### src/rtl/qpulse_seq.sv
module qpulse_seq #(
  parameter int CLK_HZ         = 50_000_000,
  parameter int PROG_PULSE_NS  = 10_000,
  parameter int RECOVER_NS     = 6_000,
  parameter int ERASE_PULSE_NS = 10_000_000,
  parameter int PROG_TRIES     = 25,
  parameter int ERASE_TRIES    = 1000,
  parameter int ADDR_W         = 17
) (
  input  logic              clk,
  input  logic              rst,
  input  logic              req_prog,
  input  logic              req_erase,
  input  logic [ADDR_W-1:0] req_addr,
  input  logic [7:0]        req_data,
  input  logic              vpp_ok,
  input  logic              wp_in,
  output logic              busy,
  output logic              done,
  output logic [2:0]        status,
  output logic [ADDR_W-1:0] fl_addr,
  output logic [7:0]        fl_wdata,
  output logic              fl_id,
  output logic              fl_rd,
  output logic              fl_prog,
  output logic              fl_erase,
  input  logic [7:0]        fl_rdata
);
  localparam longint PCYC = (longint'(CLK_HZ) * PROG_PULSE_NS) / 1_000_000_000;
  localparam longint RCYC = (longint'(CLK_HZ) * RECOVER_NS) / 1_000_000_000;
  localparam longint ECYC = (longint'(CLK_HZ) * ERASE_PULSE_NS) / 1_000_000_000;
  localparam longint TMAX = (PCYC > ECYC ? PCYC : ECYC) > RCYC ? (PCYC > ECYC ? PCYC : ECYC) : RCYC;
  localparam int     TW   = $clog2(TMAX + 1);
  localparam int     NMAX = PROG_TRIES > ERASE_TRIES ? PROG_TRIES : ERASE_TRIES;
  localparam int     CW   = $clog2(NMAX + 1);

  localparam logic [2:0] R_OK = 3'd0, R_VFAIL = 3'd1, R_NOVPP = 3'd2, R_LOCK = 3'd3, R_BADID = 3'd4;

  typedef enum logic [3:0] {
    S_IDLE, S_IDM, S_IDD, S_PP, S_PR, S_PV, S_EP, S_ER, S_EV
  } state_t;

  state_t            state;
  logic [TW-1:0]     tmr;
  logic [CW-1:0]     tries;
  logic [ADDR_W-1:0] addr;
  logic [7:0]        data;
  logic              erase_op;
  logic              done_q;
  logic [2:0]        stat_q;

  wire tmr_zero = (tmr == '0);
  wire at_top   = &addr;

  assign busy     = (state != S_IDLE);
  assign done     = done_q;
  assign status   = stat_q;
  assign fl_id    = (state == S_IDM) || (state == S_IDD);
  assign fl_rd    = fl_id || (state == S_PV) || (state == S_EV);
  assign fl_prog  = (state == S_PP);
  assign fl_erase = (state == S_EP);
  assign fl_wdata = data;
  assign fl_addr  = (state == S_IDD) ? ADDR_W'(1) : (state == S_IDM) ? '0 : addr;

  always_ff @(posedge clk) begin
    if (rst) begin
      state    <= S_IDLE;
      tmr      <= '0;
      tries    <= '0;
      addr     <= '0;
      data     <= '0;
      erase_op <= 1'b0;
      done_q   <= 1'b0;
      stat_q   <= R_OK;
    end else begin
      done_q <= 1'b0;
      case (state)
        S_IDLE: if (req_prog || req_erase) begin
          erase_op <= !req_prog;
          addr     <= req_prog ? req_addr : '0;
          data     <= req_prog ? req_data : 8'h00;
          if (!vpp_ok) begin
            done_q <= 1'b1;
            stat_q <= R_NOVPP;
          end else if (wp_in) begin
            done_q <= 1'b1;
            stat_q <= R_LOCK;
          end else begin
            state <= S_IDM;
          end
        end
        S_IDM: if (fl_rdata == 8'h89) state <= S_IDD;
        else begin
          state  <= S_IDLE;
          done_q <= 1'b1;
          stat_q <= R_BADID;
        end
        S_IDD: if (fl_rdata == 8'hB4 || fl_rdata == 8'hBD) begin
          state <= S_PP;
          tmr   <= TW'(PCYC - 1);
          tries <= '0;
        end else begin
          state  <= S_IDLE;
          done_q <= 1'b1;
          stat_q <= R_BADID;
        end
        S_PP: if (tmr_zero) begin
          state <= S_PR;
          tmr   <= TW'(RCYC - 1);
          tries <= tries + 1'b1;
        end else tmr <= tmr - 1'b1;
        S_PR: if (tmr_zero) state <= S_PV;
        else tmr <= tmr - 1'b1;
        S_PV: if (fl_rdata == data) begin
          if (!erase_op) begin
            state  <= S_IDLE;
            done_q <= 1'b1;
            stat_q <= R_OK;
          end else if (at_top) begin
            state <= S_EP;
            tmr   <= TW'(ECYC - 1);
            tries <= '0;
            addr  <= '0;
          end else begin
            addr  <= addr + 1'b1;
            tries <= '0;
            state <= S_PP;
            tmr   <= TW'(PCYC - 1);
          end
        end else if (tries == CW'(PROG_TRIES)) begin
          state  <= S_IDLE;
          done_q <= 1'b1;
          stat_q <= R_VFAIL;
        end else begin
          state <= S_PP;
          tmr   <= TW'(PCYC - 1);
        end
        S_EP: if (tmr_zero) begin
          state <= S_ER;
          tmr   <= TW'(RCYC - 1);
          tries <= tries + 1'b1;
        end else tmr <= tmr - 1'b1;
        S_ER: if (tmr_zero) state <= S_EV;
        else tmr <= tmr - 1'b1;
        S_EV: if (fl_rdata == 8'hFF) begin
          if (at_top) begin
            state  <= S_IDLE;
            done_q <= 1'b1;
            stat_q <= R_OK;
          end else addr <= addr + 1'b1;
        end else if (tries == CW'(ERASE_TRIES)) begin
          state  <= S_IDLE;
          done_q <= 1'b1;
          stat_q <= R_VFAIL;
        end else begin
          state <= S_EP;
          tmr   <= TW'(ECYC - 1);
        end
        default: state <= S_IDLE;
      endcase
    end
  end
endmodule

### config.mk
export PLATFORM = sky130hd
export DESIGN_NAME = qpulse_seq
export DESIGN_NICKNAME = d
export VERILOG_FILES = /design/src/rtl/qpulse_seq.sv
export SDC_FILE = /design/constraint.sdc
export NUM_CORES = 1
export LEC_CHECK = 0
export ABC_CLOCK_PERIOD_IN_PS = 2400
export BUFFER_PORTS_ARGS = -buffer_cell sky130_fd_sc_hd__buf_4
export CORE_ASPECT_RATIO = 0.75
export CORE_MARGIN = 3
export CORE_UTILIZATION = 51
export CTS_CLUSTER_DIAMETER = 50
export DETAILED_ROUTE_END_ITERATION = 12
export MAX_ROUTING_LAYER = met4
export PLACE_DENSITY = 0.86
export SYNTH_ARGS = -nofsm -noshare
export SYNTH_HDL_FRONTEND = slang
export SYNTH_SLANG_ARGS = --single-unit
### constraint.sdc
create_clock -name clk -period 2.4 [get_ports clk]
set_input_delay 0.48 -clock clk [delete_from_list [all_inputs] [get_ports clk]]
set_output_delay 0.48 -clock clk [all_outputs]
set_load 0.01 [all_outputs]
### After elaboration in Yosys (flattened, before gate mapping)

Index checks and enable logic that the tools add are counted.

* flip-flop bits (word level): 63
* input port bits: 39
* logic and storage cells: 140

* $add $sub $neg: 3
* equal/unequal tests: 40
* multiplexer cells: 67
* reductions and logical operators: 22

Operators by type and width (number)
* $mux W19: 9
* $mux W17: 9
* $pmux W19 S5: 1
* $pmux W17 S3: 1
* $mux W3: 14
* $mux W10: 4
* $mux W4: 10
* $pmux W4 S9: 1
* $eq A8 B8 Y1 const B: 4
* $pmux W10 S3: 1
* $ne A2 B2 Y1 const B: 12
* $logic_not A19 Y1: 1
* $sub A19 B1 Y19 const B: 1
* $add A17 B1 Y17 const B: 1
* $reduce_and A17 Y1: 1
* $eq A4 B3 Y1 const B: 4
* $ne A3 B3 Y1 const B: 5
* $pmux W3 S5: 1
* $ne A2 B1 Y1 const B: 6
* $mux W1: 11
* $add A10 B1 Y10 const B: 1
* $eq A10 B10 Y1 const B: 1
* $eq A10 B5 Y1 const B: 1
* $reduce_bool A5 Y1: 2
* 20 further kinds: 30

### Longest topological paths before layout

* depth in word-level cells: 5
* gate-level depth with buffers: 11

### Worst setup path before layout

No wires, ideal clock.

* path kind: reg2reg
* from: reg addr[0]
* to: reg addr[13]
* arrival time: 2.418 ns
* data required time: 2.268 ns
* path slack: -0.150 ns
* cell stages (with the launch flop): 12
* path buffers: 1
* clock period less this slack: 2.550 ns
* cells stage by stage: dfxtp_1 -> ha_1 -> nand3_1 -> nor4_1 -> and4_1 -> ha_1 -> inv_1 -> a21oi_1 -> clkbuf_1 -> a21oi_1 -> a211oi_1 -> nor3_1

* word-level cells in the longest chain between the ends: 5
* elaborated cells on any way between the ends: 10

Ends and longest elaborated chain
* start, declared: line 46 `logic [ADDR_W-1:0] addr;`
* start signal, assigned: line 80 `addr <= req_prog ? req_addr : '0;`
* start signal, assigned: line 125 `addr <= addr + 1'b1;`
* start signal, assigned: line 150 `end else addr <= addr + 1'b1;`
* $add A17 B1 Y17 / $reduce_and A17 Y1 (equally long branches): line 125, 150, 53
* $mux W17: line 119 `end else if (at_top) begin`
* $mux W17: line 115 `if (!erase_op) begin`
* $mux W17: line 114 `S_PV: if (fl_rdata == data) begin`
* $pmux W17 S3: line 77 `case (state)`

Several ways; a longest one is shown, not always the timed one. The select of a mux whose other input is x is not followed.
A chain may end at the register's enable or synchronous reset.

### Worst setup path in the final report

* from: reg data[4], in the netlist fl_wdata[4]
* to: reg tmr[6]

* word-level cells in the longest chain between the ends: 3
* elaborated cells on any way between the ends: 6

Ends and longest elaborated chain
* start, declared: line 47 `logic [7:0] data;`
* start signal, assigned: line 81 `data <= req_prog ? req_data : 8'h00;`
* $eq A8 B8 Y1 (*): line 114
* $ne A3 B3 Y1 (no line) / $mux W19 (equally long branches)
* $reduce_and A7 Y1 (no line) / $pmux W19 S5 (equally long branches)
* end signal, assigned: line 111 `end else tmr <= tmr - 1'b1;`
* end signal, assigned: line 113 `else tmr <= tmr - 1'b1;`
* end signal, assigned: line 121 `tmr <= TW'(ECYC - 1);`
* end, declared: line 44 `logic [TW-1:0] tmr;`

Mark *: on every way between the ends. The rest lies on a longest branch, timed or not.

==> summary.txt <==
Ys Warns -> 0
initial core utilization -> 53.1%
outcome -> finished, violations left
Congestion Overflow GR -> 0
Post-CTS Hold Fix Bufs -> 0
sequential share of power -> 44.5%
H-Tree Level Count -> 3
wire per inst -> 23.2 um
die extent in x -> 111 um
Max Clock Skew -> 10.0 ps
Worst EP arrival -> 2870 ps
global placer's final weighted congestion -> 0.981
WP data required -> 2670 ps
TritonCTS clock tree -> done
Achievable Freq -> 0.386 GHz
Yosys top cell by area -> dfxtp_1
Detail Placement HPWL -> 10200 um
CTS Buf Count -> 9
clock sinks -> 63
Net Switching -> 0.000772 W
count leader, synth -> dfxtp_1
die area -> 0.00946 sq mm
sequential fraction of the synthesis area -> 29.7%
R2R Setup Slk -> -190 ps
fin crit share -> 108%
Clock transition at path regs -> 80 ps
Combinational Power Share -> 19.8%
first-pass GRT wire length -> 23600 um
setup ws final -> -192 ps
Synth top area share -> 29.7%
IO Port Bufs -> 72
Tot GR Track Use -> 31.4%
drt pass-1 iters -> 6
count of pins over their slew limit -> 0
asr flop ratio synth -> 0%
Max rail drop VDD -> 0.323 mV
Clk pwr share -> 35.7%
#FFs+latches synth -> 63
Net Sw Frac -> 30.6%
post-layout minimum cycle time -> 2590 ps
worst slew pin tran -> 622 ps
syn_nets -> 600
RSZ-0062 raised after global routing -> yes
vias in the first global route -> 4901
WS Path Type -> reg -> reg
worst-path maximum fanout -> 5
Pleak -> 2.61 nW
largest cells by area after synthesis -> dfxtp_1 30%, nor2_1 5.0%, nand2_1 4.9%
Post-synth EDFFs -> 0
Top Metal Used -> met4
CP Capture Type -> register
DRC errors left -> 0
nets -> 760
antenna-violating nets left -> 0
top_reg_cell synth -> dfxtp_1
internal power -> 0.00175 W
clock insertion delay at the later pin of the skew report -> 380 ps
boundary pin count -> 73
failing checks -> negative setup slack
vias per cell -> 7.06
Initial DRC Count -> 896
Final Cell Area -> 0.00629 sq mm
Max Cap Violations -> 0
pin count of the biggest net entering global routing -> 38
final hold violation count -> 0
crit path launch type -> register
Yosys cell types -> 69
Finish-stage setup viols -> 36
met2 WL -> 8580 um
Syn Inst Count -> 554
dpl cell area -> 0.00546 sq mm
initial antenna violation count -> 0
Commonest cells post-synth -> 63 x dfxtp_1, 57 x nor2_1, 55 x nand2_1
clk root buf -> clkbuf_8
Core Region -> 0.00799 sq mm
worst slack, placed -> -131 ps
power density over the cells -> 401 mW/mm^2
Avg Cell Area, Syn -> 7.66 sq um
share of cells above drive strength 1 -> 40.6%
Post-Syn Area -> 0.00424 sq mm
Area Growth Syn to Fin -> 48.2%
die height -> 85 um
Fillers -> 456
row count -> 28
Detailed Route WL -> 19100 um
worst hold-check path type -> in -> reg
Slew Limit Headroom -> 58.2%
# diodes -> 0
setup_tns -> -2770 ps
DRT met1 WL -> 6750 um
Via Count -> 5818
CTS Buffer Depth -> 2
WL met3 -> 2320 um
==> metal layers <==
metal	up-vias	track usage, %
li1	2391	-
met5	-	-
met1	2680	38.5
met3	174	7.48
met4	0	12.4
met2	573	50.4
==> path summary, 6_finish.rpt <==
check | from | to | cells after the start
worst max-delay path | fl_wdata[4]$_SDFFE_PP0P_ | tmr[6]$_SDFFE_PP0P_ | 7
worst min-delay path | req_data[3] | fl_wdata[3]$_SDFFE_PP0P_ | 3
worst max register to register | fl_wdata[4]$_SDFFE_PP0P_ | tmr[6]$_SDFFE_PP0P_ | 7
worst min register to register | tmr[13]$_SDFFE_PP0P_ | tmr[13]$_SDFFE_PP0P_ | 2
==> cell usage in the layout, fill, tap and decap left out, drive strengths merged, types with 18 or more instances in the layout <==
| master | synthesis | layout |
|---|---|---|
| nor2 | 57 | 57 |
| dfxtp | 63 | 63 |
| o21ai | 24 | 24 |
| and2 | 18 | 18 |
| nand3 | 21 | 21 |
| a21oi | 37 | 37 |
| nor3 | 22 | 22 |
| buf | 13 | 183 |
| nand2 | 55 | 55 |
| inv | 20 | 20 |
==> per-stage QoR <==
stage / instances / utilization, % / total power [W] / hold WS (ps)
finish: 824 / 78.7 / 0.00252 / 361
global route: 824 / 78.7 / 0.00258 / 381
CTS: 800 / 71.8 / 0.00241 / 348
detailed placement: 781 / 68.4 / 0.00154 / 490
global placement: 781 / 68.4 / 0.00152 / 474
floorplan: 554 / - / 0.00133 / 456
==> power by group through the flow <==
stage | sequential (W) | combinational [W] | clock (W)
finish | 0.00112 | 0.000499 | 0.000901
global route | 0.00113 | 0.000520 | 0.000930
CTS | 0.00111 | 0.000422 | 0.000879
detailed placement | 0.00114 | 0.000402 | 0
global placement | 0.00113 | 0.000387 | 0
floorplan | 0.00114 | 0.000198 | 0
==> cell families (layout without fill, tap and decap cells) <==
group	Yosys count	after routing	share of synthesized area (%)
adders and majority gates	7	7	2.06
and+or+nand+nor	244	244	30.8
buffers and inverters	56	221	5.63
xor gates and xnor gates	14	14	2.89
AOI/OAI and AO/OA	163	163	27.1
muxes	7	7	1.77
DFF	63	63	29.7
==> worst max-delay path: stages, from the launching register on <==
cell	delay [ps]
dfxtp_2	390
xnor2_2	130
nand4_1	240
o211ai_1	400
nor4b_2	560
buf_4	250
nand2_1	190
o32ai_1	330
==> sequential cells by signal (all words and copies together), names as in the netlist <==
register and flops:
tmr 19, addr 17, tries 10, fl_wdata 8
state 4, status 3, done 1, erase_op 1
==> final cells by class <==
| type | instances | area, sq um | share of cell area, % |
|---|---|---|---|
| Multi-Input combinational cell | 435 | 3120 | 49.7 |
| Timing Repair Buffer | 184 | 1490 | 23.7 |
| Sequential cell | 63 | 1290 | 20.4 |
| Clock buffer | 13 | 159 | 2.53 |
| Tap cell | 105 | 131 | 2.09 |
| Inverter | 21 | 78.8 | 1.25 |
| Clock inverter | 3 | 17.5 | 0.278 |
==> timing repair <==
action / in CTS / in global routing
setup endpoints to repair: 23 / 60
cloned: 0 / 2
setup buffers: 3 / 22
gates resized for setup: 16 / 82
pin swaps: 1 / 30
Note: power is estimated with default switching activity, not from simulation.
